===== src/rtl/tune_pkg.sv =====
package tune_pkg;
  localparam int REG_W      = 32;
  localparam int TAPNUM_LSB = 16;
  localparam int TAPNUM_W   = 8;
  localparam int EN_BIT     = 0;
  localparam int ERR_BIT    = 2;

  typedef enum logic [1:0] {
    OP_INIT  = 2'd0,
    OP_RESET = 2'd1,
    OP_CHECK = 2'd2,
    OP_NONE  = 2'd3
  } op_e;

  typedef enum logic [2:0] {
    TR_DLY    = 3'd0,
    TR_TAPSET = 3'd1,
    TR_DFF    = 3'd2,
    TR_CKSEL  = 3'd3,
    TR_RTCTL  = 3'd4,
    TR_RTREQ  = 3'd5
  } treg_e;

  typedef enum logic [3:0] {
    U_NOP, U_WR_IMM, U_RD_CAP, U_WR_OR, U_WR_ANDN,
    U_CLK_OFF, U_CLK_ON, U_STAT_CLR, U_RD_TAP, U_RD_EN, U_RD_ERR
  } ukind_e;

  typedef struct packed {
    ukind_e           kind;
    treg_e            rsel;
    logic [REG_W-1:0] imm;
    logic             last;
  } uop_t;

  function automatic uop_t mk_uop(ukind_e k, treg_e r, logic [REG_W-1:0] v, logic l);
    uop_t u;
    u.kind = k;
    u.rsel = r;
    u.imm  = v;
    u.last = l;
    return u;
  endfunction
endpackage


===== src/rtl/tune_prog.sv =====
module tune_prog
  import tune_pkg::*;
#(
  parameter int                TAP_RANGE = 8,
  parameter logic [REG_W-1:0]  DFF_POS   = 32'h0000_0123,
  parameter int                STEP_W    = 4
) (
  input  op_e               op,
  input  logic [STEP_W-1:0] step,
  output uop_t              uop
);
  localparam logic [REG_W-1:0] RANGE_WORD = REG_W'(TAP_RANGE) << TAPNUM_LSB;
  localparam logic [REG_W-1:0] EN_MASK    = REG_W'(1) << EN_BIT;

  always_comb begin
    uop = mk_uop(U_NOP, TR_DLY, '0, 1'b1);
    unique case (op)
      OP_INIT: begin
        case (step)
          4'd0:  uop = mk_uop(U_WR_IMM,   TR_DLY,   RANGE_WORD, 1'b0);
          4'd1:  uop = mk_uop(U_STAT_CLR, TR_DLY,   '0,         1'b0);
          4'd2:  uop = mk_uop(U_RD_CAP,   TR_DLY,   '0,         1'b0);
          4'd3:  uop = mk_uop(U_WR_OR,    TR_DLY,   EN_MASK,    1'b0);
          4'd4:  uop = mk_uop(U_CLK_OFF,  TR_DLY,   '0,         1'b0);
          4'd5:  uop = mk_uop(U_RD_CAP,   TR_CKSEL, '0,         1'b0);
          4'd6:  uop = mk_uop(U_WR_OR,    TR_CKSEL, EN_MASK,    1'b0);
          4'd7:  uop = mk_uop(U_CLK_ON,   TR_DLY,   '0,         1'b0);
          4'd8:  uop = mk_uop(U_RD_CAP,   TR_RTCTL, '0,         1'b0);
          4'd9:  uop = mk_uop(U_WR_ANDN,  TR_RTCTL, EN_MASK,    1'b0);
          4'd10: uop = mk_uop(U_WR_IMM,   TR_DFF,   DFF_POS,    1'b0);
          4'd11: uop = mk_uop(U_RD_TAP,   TR_DLY,   '0,         1'b1);
          default: uop = mk_uop(U_NOP,    TR_DLY,   '0,         1'b1);
        endcase
      end
      OP_RESET: begin
        case (step)
          4'd0: uop = mk_uop(U_CLK_OFF, TR_DLY,   '0,      1'b0);
          4'd1: uop = mk_uop(U_RD_CAP,  TR_CKSEL, '0,      1'b0);
          4'd2: uop = mk_uop(U_WR_ANDN, TR_CKSEL, EN_MASK, 1'b0);
          4'd3: uop = mk_uop(U_CLK_ON,  TR_DLY,   '0,      1'b0);
          4'd4: uop = mk_uop(U_RD_CAP,  TR_RTCTL, '0,      1'b0);
          4'd5: uop = mk_uop(U_WR_ANDN, TR_RTCTL, EN_MASK, 1'b1);
          default: uop = mk_uop(U_NOP,  TR_DLY,   '0,      1'b1);
        endcase
      end
      OP_CHECK: begin
        case (step)
          4'd0: uop = mk_uop(U_RD_EN,  TR_RTCTL, '0, 1'b0);
          4'd1: uop = mk_uop(U_RD_ERR, TR_RTREQ, '0, 1'b0);
          4'd2: uop = mk_uop(U_WR_IMM, TR_RTREQ, '0, 1'b1);
          default: uop = mk_uop(U_NOP, TR_DLY,   '0, 1'b1);
        endcase
      end
      default: uop = mk_uop(U_NOP, TR_DLY, '0, 1'b1);
    endcase
  end
endmodule


===== src/rtl/tune_bus_if.sv =====
module tune_bus_if
  import tune_pkg::*;
#(
  parameter int AW        = 8,
  parameter int BUS_SHIFT = 0
) (
  input  logic             busy,
  input  uop_t             uop,
  input  logic [REG_W-1:0] cap,
  output logic             reg_req,
  output logic             reg_we,
  output logic [AW-1:0]    reg_addr,
  output logic [REG_W-1:0] reg_wdata
);
  logic          is_wr;
  logic          is_rd;
  logic [AW-1:0] word_off;

  always_comb begin
    is_wr = 1'b0;
    is_rd = 1'b0;
    unique case (uop.kind)
      U_WR_IMM, U_WR_OR, U_WR_ANDN:         is_wr = 1'b1;
      U_RD_CAP, U_RD_TAP, U_RD_EN, U_RD_ERR: is_rd = 1'b1;
      default: ;
    endcase
  end

  assign word_off = AW'(uop.rsel) << 1;
  assign reg_req  = busy && (is_wr || is_rd);
  assign reg_we   = busy && is_wr;
  assign reg_addr = reg_req ? (word_off << BUS_SHIFT) : '0;

  always_comb begin
    reg_wdata = '0;
    if (reg_we) begin
      unique case (uop.kind)
        U_WR_OR:   reg_wdata = cap | uop.imm;
        U_WR_ANDN: reg_wdata = cap & ~uop.imm;
        default:   reg_wdata = uop.imm;
      endcase
    end
  end
endmodule


===== src/rtl/tune_datapath.sv =====
module tune_datapath
  import tune_pkg::*;
(
  input  logic                clk,
  input  logic                rst_n,
  input  logic                start,
  input  logic                busy,
  input  uop_t                uop,
  input  logic [REG_W-1:0]    rdata,
  output logic [REG_W-1:0]    cap,
  output logic [TAPNUM_W-1:0] tap_count,
  output logic                retune_err,
  output logic                err_hit
);
  logic en_seen;

  assign err_hit = busy && (uop.kind == U_RD_ERR) && en_seen && rdata[ERR_BIT];

  always_ff @(posedge clk or negedge rst_n) begin
    if (!rst_n) begin
      cap        <= '0;
      tap_count  <= '0;
      retune_err <= 1'b0;
      en_seen    <= 1'b0;
    end else if (start) begin
      retune_err <= 1'b0;
      en_seen    <= 1'b0;
    end else if (busy) begin
      unique case (uop.kind)
        U_RD_CAP: cap       <= rdata;
        U_RD_TAP: tap_count <= rdata[TAPNUM_LSB +: TAPNUM_W];
        U_RD_EN:  en_seen   <= rdata[EN_BIT];
        U_RD_ERR: if (err_hit) retune_err <= 1'b1;
        default: ;
      endcase
    end
  end
endmodule


===== src/rtl/tune_seq.sv =====
module tune_seq
  import tune_pkg::*;
#(
  parameter int               AW        = 8,
  parameter int               BUS_SHIFT = 0,
  parameter int               TAP_RANGE = 8,
  parameter logic [REG_W-1:0] DFF_POS   = 32'h0000_0123
) (
  input  logic                clk,
  input  logic                rst_n,
  input  logic                cmd_valid,
  input  logic [1:0]          cmd_op,
  output logic                cmd_ready,
  output logic                busy,
  output logic                done,
  output logic [TAPNUM_W-1:0] tap_count,
  output logic                retune_err,
  output logic                reg_req,
  output logic                reg_we,
  output logic [AW-1:0]       reg_addr,
  output logic [REG_W-1:0]    reg_wdata,
  input  logic [REG_W-1:0]    reg_rdata,
  output logic                card_clk_en,
  output logic                host_stat_clr
);
  localparam int MAX_STEPS = 12;
  localparam int STEP_W    = $clog2(MAX_STEPS + 1);

  op_e              op_q;
  logic [STEP_W-1:0] step;
  uop_t             uop;
  logic [REG_W-1:0] cap;
  logic             err_hit;
  logic             accept;
  logic             start;
  logic             step_last;

  assign cmd_ready     = !busy;
  assign accept        = cmd_valid && cmd_ready;
  assign start         = accept && (op_e'(cmd_op) != OP_NONE);
  assign step_last     = uop.last || ((uop.kind == U_RD_ERR) && !err_hit);
  assign host_stat_clr = busy && (uop.kind == U_STAT_CLR);

  tune_prog #(
    .TAP_RANGE(TAP_RANGE), .DFF_POS(DFF_POS), .STEP_W(STEP_W)
  ) u_prog (
    .op(op_q), .step(step), .uop(uop)
  );

  tune_bus_if #(.AW(AW), .BUS_SHIFT(BUS_SHIFT)) u_bus (
    .busy(busy), .uop(uop), .cap(cap),
    .reg_req(reg_req), .reg_we(reg_we), .reg_addr(reg_addr), .reg_wdata(reg_wdata)
  );

  tune_datapath u_dp (
    .clk(clk), .rst_n(rst_n), .start(start), .busy(busy), .uop(uop),
    .rdata(reg_rdata), .cap(cap), .tap_count(tap_count),
    .retune_err(retune_err), .err_hit(err_hit)
  );

  always_ff @(posedge clk or negedge rst_n) begin
    if (!rst_n) begin
      busy        <= 1'b0;
      done        <= 1'b0;
      step        <= '0;
      op_q        <= OP_NONE;
      card_clk_en <= 1'b1;
    end else begin
      done <= 1'b0;
      if (start) begin
        busy <= 1'b1;
        step <= '0;
        op_q <= op_e'(cmd_op);
      end else if (busy) begin
        if (uop.kind == U_CLK_OFF) card_clk_en <= 1'b0;
        if (uop.kind == U_CLK_ON)  card_clk_en <= 1'b1;
        if (step_last) begin
          busy <= 1'b0;
          done <= 1'b1;
        end else begin
          step <= step + 1'b1;
        end
      end
    end
  end
endmodule


===== config.mk =====
export PLATFORM = sky130hd
export DESIGN_NAME = tune_seq
export DESIGN_NICKNAME = d
export VERILOG_FILES = /design/src/rtl/tune_pkg.sv /design/src/rtl/tune_prog.sv /design/src/rtl/tune_bus_if.sv /design/src/rtl/tune_datapath.sv /design/src/rtl/tune_seq.sv
export SDC_FILE = /design/constraint.sdc
export NUM_CORES = 1
export LEC_CHECK = 0
export ABC_CLOCK_PERIOD_IN_PS = 4400
export BUFFER_PORTS_ARGS = -buffer_cell sky130_fd_sc_hd__buf_2
export CELL_PAD_IN_SITES_DETAIL_PLACEMENT = 0
export CELL_PAD_IN_SITES_GLOBAL_PLACEMENT = 1
export CORE_MARGIN = 5
export CORE_UTILIZATION = 35
export DETAILED_ROUTE_END_ITERATION = 12
export MAX_ROUTING_LAYER = met4
export PLACE_DENSITY_LB_ADDON = 0.3
export REMOVE_ABC_BUFFERS = 1
export SLEW_MARGIN = 10
export SYNTH_ARGS = -nofsm -noshare
export SYNTH_HDL_FRONTEND = slang
export SYNTH_HIERARCHICAL = 1
export SYNTH_SLANG_ARGS = --single-unit
export TNS_END_PERCENT = 50

===== constraint.sdc =====
create_clock -name clk -period 4.4 [get_ports clk]
set_input_delay 0.88 -clock clk [delete_from_list [all_inputs] [get_ports clk]]
set_output_delay 0.88 -clock clk [all_outputs]
set_load 0.005 [all_outputs]

Word level (Yosys, flattened, before mapping)
Memory sizes are Yosys's and may differ from the RTL's.
Cells that the tools add are included.

cells by class
  bitwise gates (word level) = 4
  equality and inequality tests = 19
  $lt $le $gt $ge = 0
  shift-type cells = 0
  $add $sub $neg = 1
  div/mod/pow operators = 0
  reduce and logical (&&, ||, !) cells = 28
  $mul = 0
  muxes and demuxes = 26

operator list
  operator                                                         count
  40-bit one-hot mux with 3 select lines                           2
  39-bit one-hot mux with 6 select lines                           1
  32-bit one-hot mux with 2 select lines                           1
  32-bit bitwise AND                                               1
  32-bit 2-to-1 mux                                                1
  32-bit NOT                                                       1
  32-bit OR                                                        1
  4-bit by 3-bit == test with 1-bit output, second input constant  6
  1-bit 2-to-1 mux                                                 17
  4-bit by 2-bit == test with 1-bit output, second input constant  4
  4-bit 2-to-1 mux                                                 4
  4-bit == test, second input constant                             3
  3-bit AND reduction                                              4
  2-bit nonzero test                                               5
  1-bit logical AND                                                9
  4-bit by 1-bit == test with 1-bit output, second input constant  2
  4-bit by 1-bit adder with 4-bit output, second input constant    1
  4-bit logical NOT                                                1
  2-bit != test, second input constant                             2
  2-bit AND reduction                                              2
  4-bit OR reduction                                               1
  3-bit OR reduction                                               1
  2-bit by 1-bit == test with 1-bit output, second input constant  1
  2-bit == test, second input constant                             1
  4 further kinds                                                  6

word-level totals
  latch bits = 0
  memory bits (read-only) = 208
  bits in registers = 51
  memories = 1
  logic and storage cells = 88
  RAM bits = 0

memory list
  name              words  bits a word  rd ports  clocked after memory_dff  wr ports  RTL line         source
  (name not given)  16     13           1         0                         0         tune_prog.sv:19  case (step)

Longest topological paths before layout
Gate-level depths: netlist of run 1.

  depth in word-level cells = 13
  gate-level depth with buffers = 11
  depth with buffers taken out = 11

Hierarchy
The synthesis of run 1 kept the hierarchy.

modules (own cells, without submodules)
  module         cells each  times used  area each (um^2)
  tune_datapath  96          1           1,760.4
  tune_bus_if    162         1           874.6
  tune_prog      107         1           724.4
  tune_seq       44          1           474.2

Worst setup path after synthesis of run 1
No wires, ideal clock.

  path kind = reg2out
  from = register step[1]
  to = output reg_wdata[10]
  path slack = 1,017 ps
  buffers on the path = 1
  data arrival time = 2,503 ps
  data required time = 3,520 ps
  stages on the path, launching flop included = 10
  cells stage by stage = dfrtp_1 > inv_1 > ha_1 > nor2b_4 > a21oi_1 > o221ai_1 > nor4b_2 > clkbuf_2 > o21ai_0 > a21oi_1

RTL lines
  item                      RTL line        source
  start: declaration        tune_seq.sv:30  logic [STEP_W-1:0] step;
  start signal: assignment  tune_seq.sv:81  step <= step + 1'b1;
  end: declaration          tune_seq.sv:21  output logic [REG_W-1:0] reg_wdata,

==> run_results.csv, run 1 <==
group,metric,value,unit
logic_synthesis,syn_area_per_cell,9.37,um2
setup_path,critPathMaxFanout,32,
cts,numCtsBuffers,5,
floorplanning,die_h,115,um
routing,antenna_left,0,
floorplanning,ios,93,
floorplanning,num_rows,38,
pwr,leakagePower,0.00222,uW
finish,area_growth,12.8,%
run_status,status,"finished clean",
logic_synthesis,synthDistinctLibCells,62,
timing,rsz0062_at_grt,"false",
logic_synthesis,synth_async_sr_flop_share,100,%
finish,post-route-util,40.1,%
hold_path,hold_path.class,"reg2reg",
hold_path,hold_depth,1,
cts,cts_tree,"yes",
floorplanning,die_w,115,um
pwr,p_clk_share,9.4,%
timing,fmax,248,MHz
setup_path,r2r_end,"u_dp/cap[7]",
cts,postCtsHoldBufs,0,
pwr,p_per_area,729,nW/um2
logic_synthesis,syn-cell-area,3830,um2
timing,setup_viol,0,
global_routing,antenna_found_initial,0,
floorplanning,initial_utilization,35.5,%
timing,slew_viol_final,0,
timing,min_period_over_period,91.8,%
timing,worst_slack,0.361,ns
setup_path,cp.buffers_inverters,4,
flow_run,maxCapViolCount,0,
cts,clock-sinks,51,
global_routing,gr-usage-all-layers,14.9,%
timing,clock_skew,0.00652,ns
global_routing,grt-ovfl-total,0,
pwr,comb_power_share,63.0,%
setup_path,r2r-start,"step[0]",
placed_design,placed_cells_incl_taps,618,
routing,drtPass1Iterations,4,
setup_path,reg2reg_depth,9,
finish,layout.nets,529,
finish,drive_above_1_share,33.7,%
floorplanning,die_area,13100,um2
logic_synthesis,synthFlopType,"dfrtp_1",
routing,drc,0,
finish,final_cell_mix,"buf_2 (87), dfrtp_1 (48), o21ai_0 (39)",
setup_path,start_kind,"flip-flop",
cts,clock_latency,0.31,ns
routing,wire_per_inst,15.0,um
routing,vias_per_cell,4.94,
timing,hold_viol_final,0,
setup_path,endpoint_kind,"primary output",
timing,relSlewSlack,54.6,%
finish,fin_cells,626,
logic_synthesis,synth_edf_count,0,
pwr,p_switching,1400,uW
placed_design,portBuffers,87,
routing,wl,9420,um
placed_design,place_ws,0.547,ns
setup_path,arrival,3.16,ns
logic_synthesis,yosysSeqAreaShare,33.4,%
pwr,p_int,1750,uW
timing,setup_tns,0,ns
global_routing,grt_pass1_wl,15500,um
hold_path,min_from,"card_clk_en",
pwr,ir_drop,0.286,mV
logic_synthesis,synth_seq_cells,51,
cts,clockBufferDepth,2,
cts,htreeDepth,2,
logic_synthesis,ys_warn_count,6,
finish,final_common_cell,"buf_2",
cts,clockRootBuffer,"clkbuf_8",
setup_path,crit_family,"buffers and inverters",
timing,worst_pin_slew,0.681,ns
setup_path,path_cells,"inv_1 > ha_1 > or2_1 > and3_1 > a31oi_1 > nor3_1 > buf_4 > nor4b_4 > buf_4 > o21ai_0 > a21oi_1 > buf_2",
global_routing,grt_max_degree,52,
global_routing,grt_pass1_vias,3141,
placed_design,routabilityCongestion,0.906,
routing,num_vias,3093,
routing,drt_iter0_markers,201,
setup_path,required,3.52,ns
pwr,power.total,3150,uW
cts,path_clk_slew,0.10,ns
hold_path,min_to,"card_clk_en",
placed_design,hpwl,6510,um
setup_path,cpPeakStageDelay,0.50,ns
floorplanning,core-area,10800,um2
setup_path,cp_slowest_cell,"dfrtp_1",
pwr,switching_share,44.4,%
pwr,seq_power_share,27.6,%
setup_path,ff2ff_setup_slack,1.17,ns
logic_synthesis,syn_inst,409,
finish,diodes,0,
timing,min_period,4.04,ns
setup_path,path_class,"reg2out",
setup_path,cp_common_cell,"buf_4",
-- cells in the mapped netlist, drive strengths merged, types with 3 or more instances --
cell type | count | area share (%)
nor4b | 3 | 1.2
nand2 | 38 | 3.8
a21oi | 35 | 4.6
o21ai | 47 | 6.4
buf | 47 | 9.7
and3 | 3 | 0.52
or2 | 3 | 0.49
inv | 10 | 0.98
o21a | 3 | 0.59
mux2 | 41 | 15
dfstp | 3 | 2.1
clkbuf | 10 | 1.1
o22a | 3 | 0.69
nor2 | 17 | 1.7
nor2b | 38 | 6.4
nand3 | 3 | 0.39
ha | 7 | 2.3
o311ai | 3 | 0.69
nand2b | 4 | 0.65
mux2i | 6 | 1.6
dfrtp | 48 | 31
and2 | 5 | 0.82
-- worst max path at each step --
stage / start / slack (ns) / to / depth (start not counted)
after detailed placement: step[0] / 0.55 / reg_wdata[19] / 10
after global routing: step[1] / 0.03 / reg_wdata[25] / 12
after CTS: step[0] / 0.16 / reg_wdata[19] / 10
final: step[1] / 0.36 / reg_wdata[25] / 12
after floorplan: step[1] / 0.31 / reg_wdata[0] / 8
after global placement: step[0] / 0.63 / reg_wdata[19] / 10
-- cell type report --
cell class              instances  area [um2]
fillers                      1070        6470
multi-input cells             321        2230
flip-flops and latches         51        1280
repair buffers                 96         503
well taps                     140         175
clock buffers                   5        68.8
inverters                      10        37.5
clock inverters                 3        26.3
-- metrics by stage --
step	area, um2	hold slack [ns]
2_1_floorplan	3530	0.471
3_3_place_gp	4220	0.481
3_5_place_dp	4220	0.481
4_1_cts	4320	0.497
5_1_grt	4330	0.505
6_report	4330	0.493
-- worst reg2reg max path: cells and delay by family (launching register included) --
kind | cells | cell delay, ns
flip-flops | 1 | 0.47
adder cells (fa/ha/maj) | 1 | 0.37
AO/OA/AOI/OAI | 1 | 0.11
AND/OR/NAND/NOR | 3 | 1.00
buffers and inverters | 2 | 0.33
multiplexers | 2 | 0.85
-- routing by layer --
metal	GRT usage [%]	vias up	share of wire (%)
li1	-	1503	-
met2	23.4	90	46
met1	20.0	1494	48
met4	3.80	0	1.1
met3	2.48	6	5.1
met5	-	-	0
-- flip-flops by register name (all words and copies together), names as in the netlist --
signal and cells:
step 4, u_dp/cap 32, u_dp/tap_count 8, done 1
busy 1, u_dp/en_seen 1, u_dp/retune_err 1, card_clk_en 1
op_q 2
-- power groups by stage --
stage	sequential [uW]	combinational, uW	clock [uW]
global placement	870	1960	0
floorplan	836	1340	0
global route	906	2200	329
finish	871	1980	297
CTS	871	1990	316
detailed placement	881	1970	0
-- what timing repair did --
action                                  in CTS  in global routing
endpoints found under the setup margin       0                 32
setup buffers                                0                  0
gates resized for setup                      0                  2
-- kinds of logic after synthesis --
| kind of cell | after synthesis | share of synthesized area [%] |
|---|---|---|
| adder cells (fa/ha/maj) | 7 | 2.28 |
| multiplexers | 47 | 16.5 |
| buffers and inverters | 67 | 11.8 |
| AO/OA/AOI/OAI | 107 | 16.5 |
| XOR/XNOR | 2 | 0.457 |
| flip-flops | 51 | 33.4 |
| AND/OR/NAND/NOR | 126 | 18.9 |
| other | 2 | 0.196 |
No activity file was read; power rests on OpenSTA's default activity.
==> run 2, diff against run 1 <==
- ABC_CLOCK_PERIOD_IN_PS: 4400 -> 4200
- MAX_ROUTING_LAYER: met4 -> default
- clock period: 4.4 -> 4.2 ns (I/O delays scaled with it)
==> run_results.csv, run 2 (synthesis gave the netlist of run 1 again) <==
group,metric,value,unit
cts,postCtsHoldBufs,0,
global_routing,grt_pass1_wl,15200,um
floorplanning,ios,93,
timing,clock_skew,0.0113,ns
setup_path,start_kind,"flip-flop",
timing,min_period,3.91,ns
setup_path,r2r_end,"u_dp/cap[8]",
timing,setup_tns,0,ns
finish,largest_reg_flops,32,
setup_path,endpoint_kind,"primary output",
finish,largest_registers,"u_dp/cap x32, u_dp/tap_count x8, step x4",
cts,htreeDepth,2,
timing,rsz0062_at_grt,"false",
setup_path,endpoint,"reg_wdata[25]",
setup_path,required,3.36,ns
hold_path,hold_depth,1,
cts,clockBufferDepth,2,
global_routing,grt_pass1_vias,3055,
timing,hold_viol_final,0,
global_routing,gr-usage-all-layers,14.2,%
routing,highest_layer,"met4",
cts,cts_tree,"yes",
routing,dr_wl_met3,498,um
run_status,status,"finished clean",
routing,drc,0,
flow_run,maxCapViolCount,0,
placed_design,portBuffers,87,
global_routing,grt-ovfl-total,0,
floorplanning,core-area,10800,um2
finish,diodes,0,
cts,path_clk_slew,0.10,ns
setup_path,critPathMaxFanout,33,
setup_path,path_class,"reg2out",
placed_design,routabilityCongestion,0.834,
routing,antenna_left,0,
routing,drtPass1Iterations,4,
pwr,leakagePower,0.00222,uW
finish,post-route-util,40.1,%
timing,worst_pin_slew,0.685,ns
cts,clock_latency,0.30,ns
cts,numCtsBuffers,5,
timing,slew_viol_final,0,
routing,drt_iter0_markers,172,
setup_path,ff2ff_setup_slack,1.03,ns
timing,setup_viol,0,
finish,final_common_cell,"buf_2",
placed_design,hpwl,6510,um
finish,largest-register,"u_dp/cap",
floorplanning,initial_utilization,35.5,%
global_routing,grt_max_degree,34,
setup_path,crit_path_start,"step[0]",
finish,drive_above_1_share,33.8,%
routing,wire_per_inst,14.8,um
setup_path,reg2reg_depth,9,
finish,final_cell_mix,"buf_2 (87), dfrtp_1 (46), o21ai_0 (39)",
pwr,power.total,3290,uW
pwr,ir_drop,0.414,mV
finish,n_fill_cell,1083,
routing,vias_per_cell,4.87,
cts,clock-sinks,51,
timing,fmax,256,MHz
finish,area_growth,12.8,%
routing,num_vias,3042,
routing,wl,9250,um
floorplanning,num_rows,38,
routing,met1Wirelength,4450,um
floorplanning,die_h,115,um
routing,dr_wl_met2,4220,um
floorplanning,die_w,115,um
floorplanning,die_area,13100,um2
timing,min_period_over_period,93.1,%
cts,clockRootBuffer,"clkbuf_8",
hold_path,hold_path.class,"reg2reg",
global_routing,antenna_found_initial,0,
finish,layout.nets,529,
setup_path,arrival,3.07,ns
pwr,p_per_area,762,nW/um2
timing,relSlewSlack,54.4,%
setup_path,r2r-start,"step[0]",
run 2: cell count changes in the layout (fill, tap and decap cells not counted), sizes merged:
cell	previous run	this run
clkbuf	5	6
clkinv	1	0
inv	12	11
run 2: worst min-delay path by stage:
stage | from | endpoint | slack, ns
2_1_floorplan | u_dp/cap[11] | u_dp/cap[11] | 0.47
3_3_place_gp | card_clk_en | card_clk_en | 0.48
3_5_place_dp | u_dp/cap[25] | u_dp/cap[25] | 0.48
4_1_cts | u_dp/cap[11] | u_dp/cap[11] | 0.51
5_1_grt | u_dp/cap[25] | u_dp/cap[25] | 0.51
6_report | card_clk_en | card_clk_en | 0.50
run 2: layout make-up:
class	count	area [um2]	share of cell area, %
Sequential cell	51	1280	29.7
Clock buffer	6	82.6	1.91
Clock inverter	1	8.76	0.203
Multi-Input combinational cell	321	2230	51.6
Inverter	10	37.5	0.868
Tap cell	140	175	4.05
Timing Repair Buffer	96	507	11.7
run 2: routing by layer:
layer | track usage (%) | vias up
li1 | - | 1500
met1 | 19.8 | 1460
met2 | 23.1 | 78
met5 | 0 | -
met4 | 3.17 | 0
met3 | 2.38 | 4
run 2: timing repair:
item,CTS,global route
gates resized for setup,0,4
buffers inserted,0,0
setup endpoints to repair,0,32
endpoints found under the hold margin,0,0
run 2: stage by stage:
stage          hold WS (ns)  cell area [um2]  setup slack [ns]  instances
2_1_floorplan         0.471             3530             0.153        382
3_3_place_gp          0.479             4220             0.473        618
5_1_grt               0.515             4320            0.0602        625
6_report              0.504             4320             0.289        625
3_5_place_dp          0.483             4220             0.407        618
4_1_cts               0.508             4310            0.0553        625
run 2: worst max-delay path, stage by stage (launching register included):
cell and delay (ns):
dfrtp_2 0.46, inv_1 0.14, ha_1 0.41, o21bai_1 0.14, a221o_1 0.33, o21ai_1 0.12
buf_4 0.23, nor2b_1 0.19, o21ai_2 0.07, buf_4 0.25, a21oi_1 0.25, buf_2 0.16
run 2: report_power, final:
group	switching [uW]	internal, uW
sequential	173	730
combinational	1110	984
clock	163	133
==> run 3, diff against run 2 <==
- CELL_PAD_IN_SITES_DETAIL_PLACEMENT: 0 -> default
- CELL_PAD_IN_SITES_GLOBAL_PLACEMENT: 1 -> default
==> run_results.csv, run 3 (synthesis gave the netlist of run 1 again) <==
group,metric,value,unit
run_status,status,"finished clean",
floorplanning,num_rows,38,
cts,postCtsHoldBufs,0,
setup_path,cp.buffers_inverters,4,
flow_run,maxCapViolCount,0,
global_routing,antenna_found_initial,0,
cts,clock_latency,0.31,ns
timing,slew_viol_final,0,
timing,rsz0062_at_grt,"false",
routing,drc,0,
finish,final_cell_mix,"buf_2 (87), dfrtp_1 (47), o21ai_0 (39)",
cts,clockRootBuffer,"clkbuf_8",
setup_path,endpoint_kind,"primary output",
timing,worst_pin_slew,0.689,ns
pwr,p_per_area,772,nW/um2
floorplanning,die_area,13100,um2
global_routing,grt_pass1_vias,3067,
pwr,power.total,3370,uW
floorplanning,die_h,115,um
setup_path,start_kind,"flip-flop",
pwr,ir_drop,0.358,mV
finish,final_common_cell,"buf_2",
finish,area_growth,13.7,%
floorplanning,initial_utilization,35.5,%
timing,min_period,3.97,ns
cts,path_clk_slew,0.10,ns
global_routing,grt-ovfl-total,0,
finish,diodes,0,
routing,antenna_left,0,
finish,layout.nets,531,
timing,clock_skew,0.00832,ns
floorplanning,ios,93,
cts,cts_tree,"yes",
routing,num_vias,3063,
placed_design,routabilityCongestion,0.803,
floorplanning,core-area,10800,um2
placed_design,hpwl,6390,um
finish,drive_above_1_share,34.7,%
setup_path,cp_slowest_cell,"dfrtp_1",
global_routing,gr-usage-all-layers,13.8,%
timing,setup_tns,0,ns
timing,whs,0.493,ns
routing,drt_iter0_markers,167,
finish,largest_reg_flops,32,
setup_path,crit_family,"buffers and inverters",
timing,fmax,252,MHz
routing,wl,9340,um
setup_path,arrival,3.13,ns
placed_design,portBuffers,87,
timing,relSlewSlack,54.1,%
timing,hold_viol_final,0,
cts,htreeDepth,2,
global_routing,grt_max_degree,52,
cts,clockBufferDepth,2,
routing,wire_per_inst,14.9,um
setup_path,cpPeakStageDelay,0.48,ns
finish,largest_registers,"u_dp/cap x32, u_dp/tap_count x8, step x4",
setup_path,required,3.36,ns
finish,n_fill_cell,1071,
setup_path,path_cells,"inv_1 > ha_1 > nor2b_4 > a21oi_1 > or3_1 > nand3_1 > buf_4 > nor3b_1 > o21ai_2 > buf_4 > a21oi_1 > buf_2",
cts,post_cts_buffers,0,
cts,clock-sinks,51,
routing,drtPass1Iterations,4,
routing,vias_per_cell,4.89,
finish,largest-register,"u_dp/cap",
hold_path,hold_path.class,"reg2reg",
setup_path,critPathMaxFanout,33,
timing,min_period_over_period,94.6,%
setup_path,path_class,"reg2out",
global_routing,grt_pass1_wl,14800,um
pwr,leakagePower,0.00223,uW
timing,setup_viol,0,
floorplanning,die_w,115,um
cts,numCtsBuffers,5,
==> run 3: cell count changes in the layout (fill, tap and decap cells not counted), sizes merged <==
cell    change
buf         +1
and4bb      +1
==> run 3: final timing paths <==
| check | start | to | slack (ns) | cells after the start |
|---|---|---|---|---|
| worst max-delay path | step[1] | reg_wdata[19] | 0.23 | 12 |
| worst min-delay path | card_clk_en | card_clk_en | 0.49 | 1 |
| worst max register to register | step[1] | u_dp/cap[8] | 0.94 | 9 |
| worst min register to register | card_clk_en | card_clk_en | 0.49 | 1 |
| max in group asynchronous | rst_n | u_dp/cap[28] | 3.13 | 2 |
| min in group asynchronous | rst_n | busy | 0.62 | 2 |
==> run 3: cell type report <==
class	instances	area, um2	area share [%]
multi-input combinational	322	2260	51.9
sequential	51	1280	29.4
timing repair buffer	97	514	11.8
tap	140	175	4.02
clock buffer	6	82.6	1.89
inverter	10	37.5	0.861
clock inverter	1	8.76	0.201
==> run 3: repair_timing <==
item | in CTS | in global routing
resized for setup | 1 | 6
gates cloned | 0 | 1
setup endpoints to repair | 1 | 20
pin swaps | 0 | 1
==> run 3: power by group <==
group / internal, uW / switching (uW) / total (uW)
logic: 1010 / 1130 / 2150
clock network: 133 / 173 / 307
registers: 729 / 184 / 913
total: 1880 / 1490 / 3370
==> run 3: metrics by stage <==
stage / instances / setup WS (ns) / cell area [um2] / util (%)
2_1_floorplan: 382 / 0.153 / 3530 / -
3_3_place_gp: 619 / 0.445 / 4230 / 39.2
3_5_place_dp: 619 / 0.379 / 4230 / 39.2
4_1_cts: 626 / 0.110 / 4330 / 40.1
5_1_grt: 627 / 0.00654 / 4360 / 40.4
6_report: 627 / 0.228 / 4360 / 40.4
==> run 3: layer usage <==
metal	GRT usage, %	part of all wire, %	up-vias	wire (um)
li1	-	-	1512	-
met1	18.8	47	1439	4410
met2	21.8	46	98	4300
met3	2.59	4.9	14	456
met4	5.23	1.8	0	172
met5	0	0	-	0
